## src/rtl/esc_wdog_pkg.sv

```systemverilog
package esc_wdog_pkg;
  localparam int LEN_W = 16;
  localparam int PRE_W = 8;
  localparam int CNT_W = LEN_W + PRE_W;

  typedef enum logic [1:0] {
    ST_IDLE = 2'd0,
    ST_IRQ  = 2'd1,
    ST_NMI  = 2'd2,
    ST_RST  = 2'd3
  } stage_e;

  typedef enum logic [1:0] {
    MD_OFF  = 2'd0,
    MD_IRQ  = 2'd1,
    MD_NMI  = 2'd2,
    MD_FULL = 2'd3
  } mode_e;
endpackage

```

## src/rtl/esc_wdog_prescale.sv

```systemverilog
module esc_wdog_prescale #(
  parameter int W = 8
) (
  input  logic clk,
  input  logic rst_n,
  input  logic clear,
  input  logic run,
  output logic tick
);
  localparam logic [W-1:0] LAST = {W{1'b1}};

  logic [W-1:0] pre_q;

  always_ff @(posedge clk or negedge rst_n) begin
    if (!rst_n)      pre_q <= '0;
    else if (clear)  pre_q <= '0;
    else if (run)    pre_q <= pre_q + 1'b1;
  end

  assign tick = run && (pre_q == LAST);
endmodule

```

## src/rtl/esc_wdog_counter.sv

```systemverilog
module esc_wdog_counter #(
  parameter int W = 24
) (
  input  logic         clk,
  input  logic         rst_n,
  input  logic         load,
  input  logic [W-1:0] load_val,
  input  logic [W-1:0] reload_val,
  input  logic         step,
  output logic [W-1:0] count,
  output logic         expire
);
  logic [W-1:0] cnt_q;
  logic         at_zero;

  assign at_zero = (cnt_q == '0);
  assign expire  = step && at_zero && !load;

  always_ff @(posedge clk or negedge rst_n) begin
    if (!rst_n)       cnt_q <= '0;
    else if (load)    cnt_q <= load_val;
    else if (step) begin
      if (at_zero)    cnt_q <= reload_val;
      else            cnt_q <= cnt_q - 1'b1;
    end
  end

  assign count = cnt_q;
endmodule

```

## src/rtl/esc_wdog_stage.sv

```systemverilog
module esc_wdog_stage
  import esc_wdog_pkg::*;
(
  input  logic   clk,
  input  logic   rst_n,
  input  logic   restart,
  input  logic   expire,
  input  mode_e  mode,
  output stage_e stage,
  output logic   spent
);
  stage_e stage_q;
  logic   spent_q;
  stage_e stage_up;

  always_comb begin
    stage_up = stage_q;
    unique case (stage_q)
      ST_IDLE: if (mode != MD_OFF)                  stage_up = ST_IRQ;
      ST_IRQ:  if (mode == MD_NMI || mode == MD_FULL) stage_up = ST_NMI;
      ST_NMI:  if (mode == MD_FULL)                 stage_up = ST_RST;
      default:                                      stage_up = stage_q;
    endcase
  end

  always_ff @(posedge clk or negedge rst_n) begin
    if (!rst_n) begin
      stage_q <= ST_IDLE;
      spent_q <= 1'b0;
    end else if (restart) begin
      stage_q <= ST_IDLE;
      spent_q <= 1'b0;
    end else if (stage_q == ST_RST) begin
      stage_q <= ST_IDLE;
      spent_q <= 1'b1;
    end else if (expire) begin
      stage_q <= stage_up;
    end
  end

  assign stage = stage_q;
  assign spent = spent_q;
endmodule

```

## src/rtl/esc_wdog.sv

```systemverilog
module esc_wdog
  import esc_wdog_pkg::*;
(
  input  logic             clk,
  input  logic             rst_n,
  input  logic             cfg_we,
  input  logic [LEN_W-1:0] cfg_len,
  input  logic [1:0]       cfg_mode,
  input  logic             poke,
  output logic [1:0]       stage_o,
  output logic [CNT_W-1:0] count_o,
  output logic             irq_o,
  output logic             nmi_o,
  output logic             rst_req_o
);
  mode_e            mode_q;
  logic [LEN_W-1:0] len_q;
  logic             restart;
  logic             run;
  logic             tick;
  logic             expire;
  logic             spent;
  stage_e           stage;
  logic [CNT_W-1:0] load_val;
  logic [CNT_W-1:0] reload_val;

  always_ff @(posedge clk or negedge rst_n) begin
    if (!rst_n) begin
      mode_q <= MD_OFF;
      len_q  <= '0;
    end else if (cfg_we) begin
      mode_q <= mode_e'(cfg_mode);
      len_q  <= cfg_len;
    end
  end

  assign restart    = cfg_we || poke;
  assign run        = (mode_q != MD_OFF) && !spent;
  assign reload_val = {len_q, {PRE_W{1'b0}}};
  assign load_val   = cfg_we ? {cfg_len, {PRE_W{1'b0}}} : reload_val;

  esc_wdog_prescale #(.W(PRE_W)) u_pre (
    .clk   (clk),
    .rst_n (rst_n),
    .clear (restart),
    .run   (run),
    .tick  (tick)
  );

  esc_wdog_counter #(.W(CNT_W)) u_cnt (
    .clk        (clk),
    .rst_n      (rst_n),
    .load       (restart),
    .load_val   (load_val),
    .reload_val (reload_val),
    .step       (tick),
    .count      (count_o),
    .expire     (expire)
  );

  esc_wdog_stage u_stg (
    .clk     (clk),
    .rst_n   (rst_n),
    .restart (restart),
    .expire  (expire),
    .mode    (mode_q),
    .stage   (stage),
    .spent   (spent)
  );

  assign stage_o   = stage;
  assign irq_o     = (stage != ST_IDLE);
  assign nmi_o     = stage[1];
  assign rst_req_o = (stage == ST_RST);
endmodule

```

## config.mk

```make
export PLATFORM = sky130hd
export DESIGN_NAME = esc_wdog
export DESIGN_NICKNAME = d
export VERILOG_FILES = /design/src/rtl/esc_wdog_pkg.sv /design/src/rtl/esc_wdog_prescale.sv /design/src/rtl/esc_wdog_counter.sv /design/src/rtl/esc_wdog_stage.sv /design/src/rtl/esc_wdog.sv
export SDC_FILE = /design/constraint.sdc
export NUM_CORES = 1
export LEC_CHECK = 0
export ABC_CLOCK_PERIOD_IN_PS = 3200
export BUFFER_PORTS_ARGS = -buffer_cell sky130_fd_sc_hd__buf_2
export CAP_MARGIN = 20
export CORE_MARGIN = 3
export CORE_UTILIZATION = 45
export CTS_CLUSTER_SIZE = 14
export DETAILED_ROUTE_END_ITERATION = 12
export PLACE_DENSITY = 0.7
export SETUP_SLACK_MARGIN = 0.1
export SLEW_MARGIN = 10
export SYNTH_ARGS = -nofsm -noshare
export SYNTH_HDL_FRONTEND = slang
export SYNTH_HIERARCHICAL = 1
export SYNTH_SLANG_ARGS = --single-unit
```

## constraint.sdc

```tcl
create_clock -name clk -period 3.2 [get_ports clk]
set_input_delay 0.64 -clock clk [delete_from_list [all_inputs] [get_ports clk]]
set_output_delay 0.64 -clock clk [all_outputs]
set_load 0.005 [all_outputs]
```

==> results of run 1 <==
-- per-layer routing --
| layer | vias up | GRT usage (%) |
|---|---|---|
| met5 | - | 0 |
| met4 | 0 | 4.09 |
| met3 | 6 | 3.53 |
| met2 | 69 | 29.6 |
| met1 | 1375 | 27.1 |
| li1 | 1352 | - |
-- power by group --
| part | total (mW) | switching (mW) | leakage (nW) | internal (mW) |
|---|---|---|---|---|
| combinational | 0.275 | 0.130 | 1.00 | 0.145 |
| sequential | 0.829 | 0.102 | 0.646 | 0.727 |
| clock | 0.376 | 0.223 | 0.0450 | 0.153 |
| total | 1.48 | 0.455 | 1.69 | 1.02 |
-- final cells by class --
class | count | area, µm² | area share [%]
Timing Repair Buffer | 58 | 310 | 7.94
Clock buffer | 6 | 72.6 | 1.86
Inverter | 9 | 33.8 | 0.864
Tap cell | 99 | 124 | 3.17
Sequential cell | 53 | 1330 | 33.9
Clock inverter | 2 | 10.0 | 0.256
Multi-Input combinational cell | 273 | 2030 | 52.0
-- worst max-delay path: cells and delay by family (launching register included) --
family	cells	cell delay, ps
AND/OR/NAND/NOR	5	1570
AO/OA/AOI/OAI	2	280
flip-flops	1	520
-- synth_stat cells, drive strengths merged, types with 10 or more instances --
library cell,instances,area share [%]
a21oi,19,2.7
buf,14,3.2
dfrtp,53,38
ha,10,3.6
mux2,21,7.8
mux2i,10,2.9
nand2,16,1.7
nor2,28,3.3
nor3,11,1.6
nor3b,11,2.5
nor4,14,5.9
o21ai,23,3.3
-- registers in the layout, summed over array words and instances (netlist names) --
register and cells:
u_cnt/count 24, len_q 16, u_pre/pre_q 8, mode_q 2, u_stg/stage 2, u_stg/spent 1
-- final timing paths --
check	slack (ps)	from	end	cells past startpoint
worst max-delay path	760	u_cnt/count[8]	u_stg/stage[0]	7
worst min-delay path	380	rst_n	u_cnt/count[5]	1
worst max register to register	760	u_cnt/count[8]	u_stg/stage[0]	7
worst min register to register	500	u_stg/spent	u_stg/spent	2
max in group asynchronous	2160	rst_n	mode_q[1]	2
min in group clk	500	u_stg/spent	u_stg/spent	2
-- through the flow --
step | hold slack (ps) | total power, mW | area [µm²]
2_1_floorplan | 344 | 1.01 | 3530
3_3_place_gp | 470 | 1.11 | 3830
3_5_place_dp | 485 | 1.12 | 3830
4_1_cts | 402 | 1.49 | 3910
5_1_grt | 423 | 1.56 | 3910
6_report | 383 | 1.48 | 3910
-- cell families after synthesis --
family,synth area share [%]
and+or+nand+nor,25.3
adders and majority gates,3.60
AOI/OAI and AO/OA,13.6
buffers and inverters,5.05
xor gates and xnor gates,3.53
DFF,38.2
muxes,10.7
other,0.108
==> metrics, run 1 <==
status=finished clean; CP Launch Type=register; metal3 WL=about 380 µm; post-synth cell types=65; Worst path slowest cell=dfrtp_1; asr flop ratio synth=between 90% and 100%; clock tree from TritonCTS=built; CTS buffer count=5; Rows=31; global-route wire length before repair=around 13000 µm; Worst-Skew Late Latency=300 ps; Max Used Layer=met4; final count of negative-setup-slack endpoints=0; largest net degree at the start of global routing=38; max_cap viols=0; cts hold-fix bufs=0; Via density=between 5 and 6; initial antenna violation count=0; die width=~94 µm; critical path arrival=about 2700 ps; die height=93.8 µm; worst setup margin=approximately 760 ps; unrepaired setup endpoints after global routing=no; layout cells sized above 1=a little over a quarter; Pwr per Cell Area=378 nW/µm²; Yosys warning count=6; Placeable Area=7370 µm²; number of fillers in the final layout=691; CP Capture Type=register; Final Slew Violations=0; Max Clk Rate=around 0.41 GHz; Detailed Route Iter0 Violations=between 150 and 200; pin slew with the least headroom to its limit=roughly 710 ps; placed insts=approximately 500; M1 WL=approximately 3800 µm; Top FF cell, synth=dfrtp_1; Non-Filler Instances=500; final design utilization=53.0%; sequential area share after synthesis=between 30% and 40%; Tmin final=between 2000 and 2500 ps; CTS-repair resized insts=0; Detailed Place HPWL=between 5000 and 6000 µm; Post-synth EDFFs=0; P&R area growth vs syn=12.6%; routed length per instance=16.0 µm; commonest non-fill, non-tap cell in the layout=dfrtp_1; leading cell types in the layout, fill and taps excluded=dfrtp_1, buf_2, nor2_1, a21oi_1, o21ai_0; drt total wl=about 8000 µm; routability cong.=~0.88; Clock Tree Root=clkbuf_8; Mapped Cells=342; VDD IR max=approximately 0.20 mV; clk slew on worst S/H paths=about 100 ps; slew margin rel.=between 50% and 60%; Post-Syn Area=about 3500 µm²; CTS Sinks=between 50 and 60; Layout Skew=approximately 4.7 ps; Final period util=between 70% and 80%; met2 wire len=3700 µm; synthesis-stage register bit count=53; WS Path Type=register to register; H-Tree Level Count=2; Setup Buffers After CTS=0; cells along the critical path=nor4_4, nand3_2, or2_1, nor2_4, o31ai_1, or4_1, a31oi_1; pre-CTS setup slack=between 700 and 800 ps; syn_area_per_cell=slightly above 10 µm²; # DRC=0; critical path data required time=about 3400 ps; GRT overflow=0; CP Max Fanout=7; via count=around 2800; post-route ant nets=0; Hold Path Class=primary input to asynchronous set/reset pin; number of global-route vias before repair=~2700; Final Hold Viols=0; initial core utilization=a little under half; length of the first detailed-routing pass in iterations=4; clock buffer depth=2; final antenna diode count=0; final setup TNS=0 ps; I/O Buffers=50; Static Leak=roughly 1.7 nW; GRT Total Usage=around a fifth; final net count=between 400 and 500; die area=just under 9000 µm²; num ports=51; Critical Path Max Stage Delay=520 ps
Note: power is estimated with default switching activity, not from simulation.
==> run 2: changes to the inputs <==
Settings changed: ABC_AREA set to 1, ABC_CLOCK_PERIOD_IN_PS 3200 to 2120, PLACE_DENSITY 0.7 to 0.73.
Clock period 3.2 ns to 2.12 ns, I/O delays scaled along.
==> run 2 against run 1 <==
Compared with the run above:
- synthesized area grew 4.0%
- design area grew 5.8%
- clock power grew 43%
- clock skew grew 6.9 ps
- first-iteration DRC count shrank 26%
==> metrics, run 2 <==
die height=95.6 µm (+1.9%); CP Launch Type=register; final net count=600 (+39%); Detailed Place HPWL=6400 µm (+12%); clock buffer depth=2 (unchanged); Static Leak=2.15 nW (+27%); Yosys warning count=6 (unchanged); synth cell count leaders=nand2_1, nor2_1, dfrtp_1; Final Slew Violations=0 (unchanged); top cell type's share of synthesized area=36.7% (-1.5 points); cells along the critical path=nor2_2, nor2_4, nand2_1, inv_1, nand2_1, nor4_2, inv_1, nor2_4, inv_4, nor2_2, inv_1, nand2_1, nand2_2, inv_2, nand2_2, nand2_2, nand2_1; Worst-Skew Late Latency=310 ps (about the same); final design utilization=53.2% (+0.20 points); critical path arrival=2140 ps (-520 ps); CTS buffer count=5 (unchanged); asr flop ratio synth=100% (unchanged); routed length per instance=13.3 µm (-17%); Pwr per Cell Area=553 nW/µm² (+46%); pin slew with the least headroom to its limit=639 ps (-72.8 ps); syn_area_per_cell=7.24 µm² (-29%); Crit path top cell by count=nand2_1; GRT overflow=0 (unchanged); CP Capture Type=register; P&R area growth vs syn=14.5%; final count of negative-setup-slack endpoints=0 (unchanged); post-synth top area cell=dfrtp_1; Worst path slowest cell=dfrtp_1; final hold slack=134 ps (-249 ps); Critical Path Max Stage Delay=390 ps (-130 ps); post-synth cell types=35 (-46%); Post-synth EDFFs=0 (unchanged); die width=95.6 µm (+1.9%); Hold Path Class=primary input to asynchronous set/reset pin; Final Hold Viols=0 (unchanged); num ports=51 (unchanged); top-count cell post-synth=nand2_1; die area=9140 µm² (+3.8%); routability cong.=0.863 (-2.1%); synthesis-stage register bit count=53 (unchanged); sequential area share after synthesis=36.7% (-1.5 points); Detailed Route Iter0 Violations=138 (-26%); Post-Syn Area=3610 µm² (+4.0%); Max Clk Rate=0.517 GHz (+26%); leading cell types in the layout, fill and taps excluded=nand2_1, nor2_1, dfrtp_1, buf_2, nand3_1; via count=3408 (+22%); Layout Skew=11.6 ps (+6.92 ps); CTS Sinks=53 (unchanged); length of the first detailed-routing pass in iterations=5 (+1); largest net degree at the start of global routing=34 (-11%); Mapped Cells=499 (+46%); status=finished clean; H-Tree Level Count=2 (unchanged); initial antenna violation count=0 (unchanged); max FFs per register=24 (unchanged); unrepaired setup endpoints after global routing=yes; max_cap viols=0 (unchanged); I/O Buffers=50 (unchanged); number of global-route vias before repair=3192 (+18%); drt total wl=8910 µm (+12%); slew margin rel.=57.4% (+4.9 points); Worst R2R Start=mode_q[1]; Placeable Area=7770 µm² (+5.4%); Final period util=91.3% (+15 points); Worst Setup SP=mode_q[1]; global-route wire length before repair=14900 µm (+12%); clk slew on worst S/H paths=100 ps (about the same); CP Max Fanout=4 (-3); layout cells sized above 1=22.8% (-4.2 points); GRT Total Usage=20.5% (+1.7 points); commonest non-fill, non-tap cell in the layout=nand2_1; Tmin final=1940 ps (-501 ps); Top FF cell, synth=dfrtp_1; dominant cells by area after synthesis=dfrtp_1, nand2_1, nor2_1; Clock Tree Root=clkbuf_8; post-route ant nets=0 (unchanged); clock tree from TritonCTS=built; critical path data required time=2330 ps (-1100 ps); Via density=5.09 (-9.1%); VDD IR max=0.277 mV (+37%); final antenna diode count=0 (unchanged); Rows=32 (+3.2%); initial core utilization=46.5% (-0.61 points); WS Path Type=register to register; # DRC=0 (unchanged)
## run 2: cell count changes in the layout (fill, tap and decap cells not counted), moves of 10 or more
cell     previous run  this run
o21ai_0            19         3
nor2_1             26        58
mux2i_1            10         0
nand3_1             4        37
nand2_1            16       173
nor3b_1            10         0
a21oi_1            19         6
mux2_2             11         0
a22oi_1             3        24
nor2_2              1        31
inv_1               9        35
## run 2: area by class of cell
cell class / count / area, µm²
clock buffers: 5 / 68.8
multi-input cells: 406 / 2090
fillers: 775 / 3630
repair buffers: 62 / 365
clock inverters: 1 / 5.00
well taps: 102 / 128
inverters: 40 / 155
flip-flops and latches: 53 / 1330
## run 2: power breakdown
group          switching (mW)  internal [mW]  total (mW)  leakage [nW]
Combinational           0.322          0.216       0.539          1.45
Sequential              0.117           1.09        1.21         0.665
Clock                   0.319          0.218       0.538        0.0399
## run 2: cell families (layout without fill, tap and decap cells)
logic type	count (synthesis)	in the layout	synth area share (%)
AOI/OAI and AO/OA	40	40	8.52
xor gates and xnor gates	5	5	1.21
adders and majority gates	10	10	3.46
buffers and inverters	55	108	7.83
DFF	53	53	36.7
other	1	16	0.104
and+or+nand+nor	335	335	42.2
## run 2: metal layers
metal | up-vias | track usage (%) | part of all wire, %
li1 | 1723 | - | -
met1 | 1571 | 27.8 | 45
met2 | 109 | 34.8 | 47
met3 | 5 | 3.08 | 6.8
met4 | 0 | 4.27 | 0.70
met5 | - | 0 | 0
## run 2: worst paths after layout
| check | endpoint | slack (ps) | cells after the start |
|---|---|---|---|
| max | u_stg/stage[0] | 180 | 17 |
| min | u_cnt/count[5] | 130 | 1 |
| max reg2reg | u_stg/stage[0] | 180 | 17 |
| min reg2reg | len_q[15] | 520 | 2 |
| max in group asynchronous | len_q[14] | 1410 | 2 |
| min in group clk | mode_q[0] | 320 | 3 |
## run 2: metrics by stage
stage	setup TNS (ps)	cells	total power, mW	cell area, µm²	worst slack [ps]
after floorplan	0	514	1.56	3680	75.2
after global routing	-9.34	669	2.44	4140	-9.34
final	0	669	2.29	4140	185
after global placement	0	660	1.74	4020	270
after detailed placement	0	660	1.76	4020	177
after CTS	0	666	2.29	4090	171
## run 2: repair_timing
item / 4_1_cts / 5_1_grt
setup buffers: 0 / 3
gates resized for setup: 0 / 8
endpoints found under the setup margin: 0 / 7
hold buffers: 0 / 0
## run 2: critical path, delay by kind of cell (launching register included)
kind	cells	cell delay, ps
buffers and inverters	5	320
DFF	1	390
and+or+nand+nor	12	1130
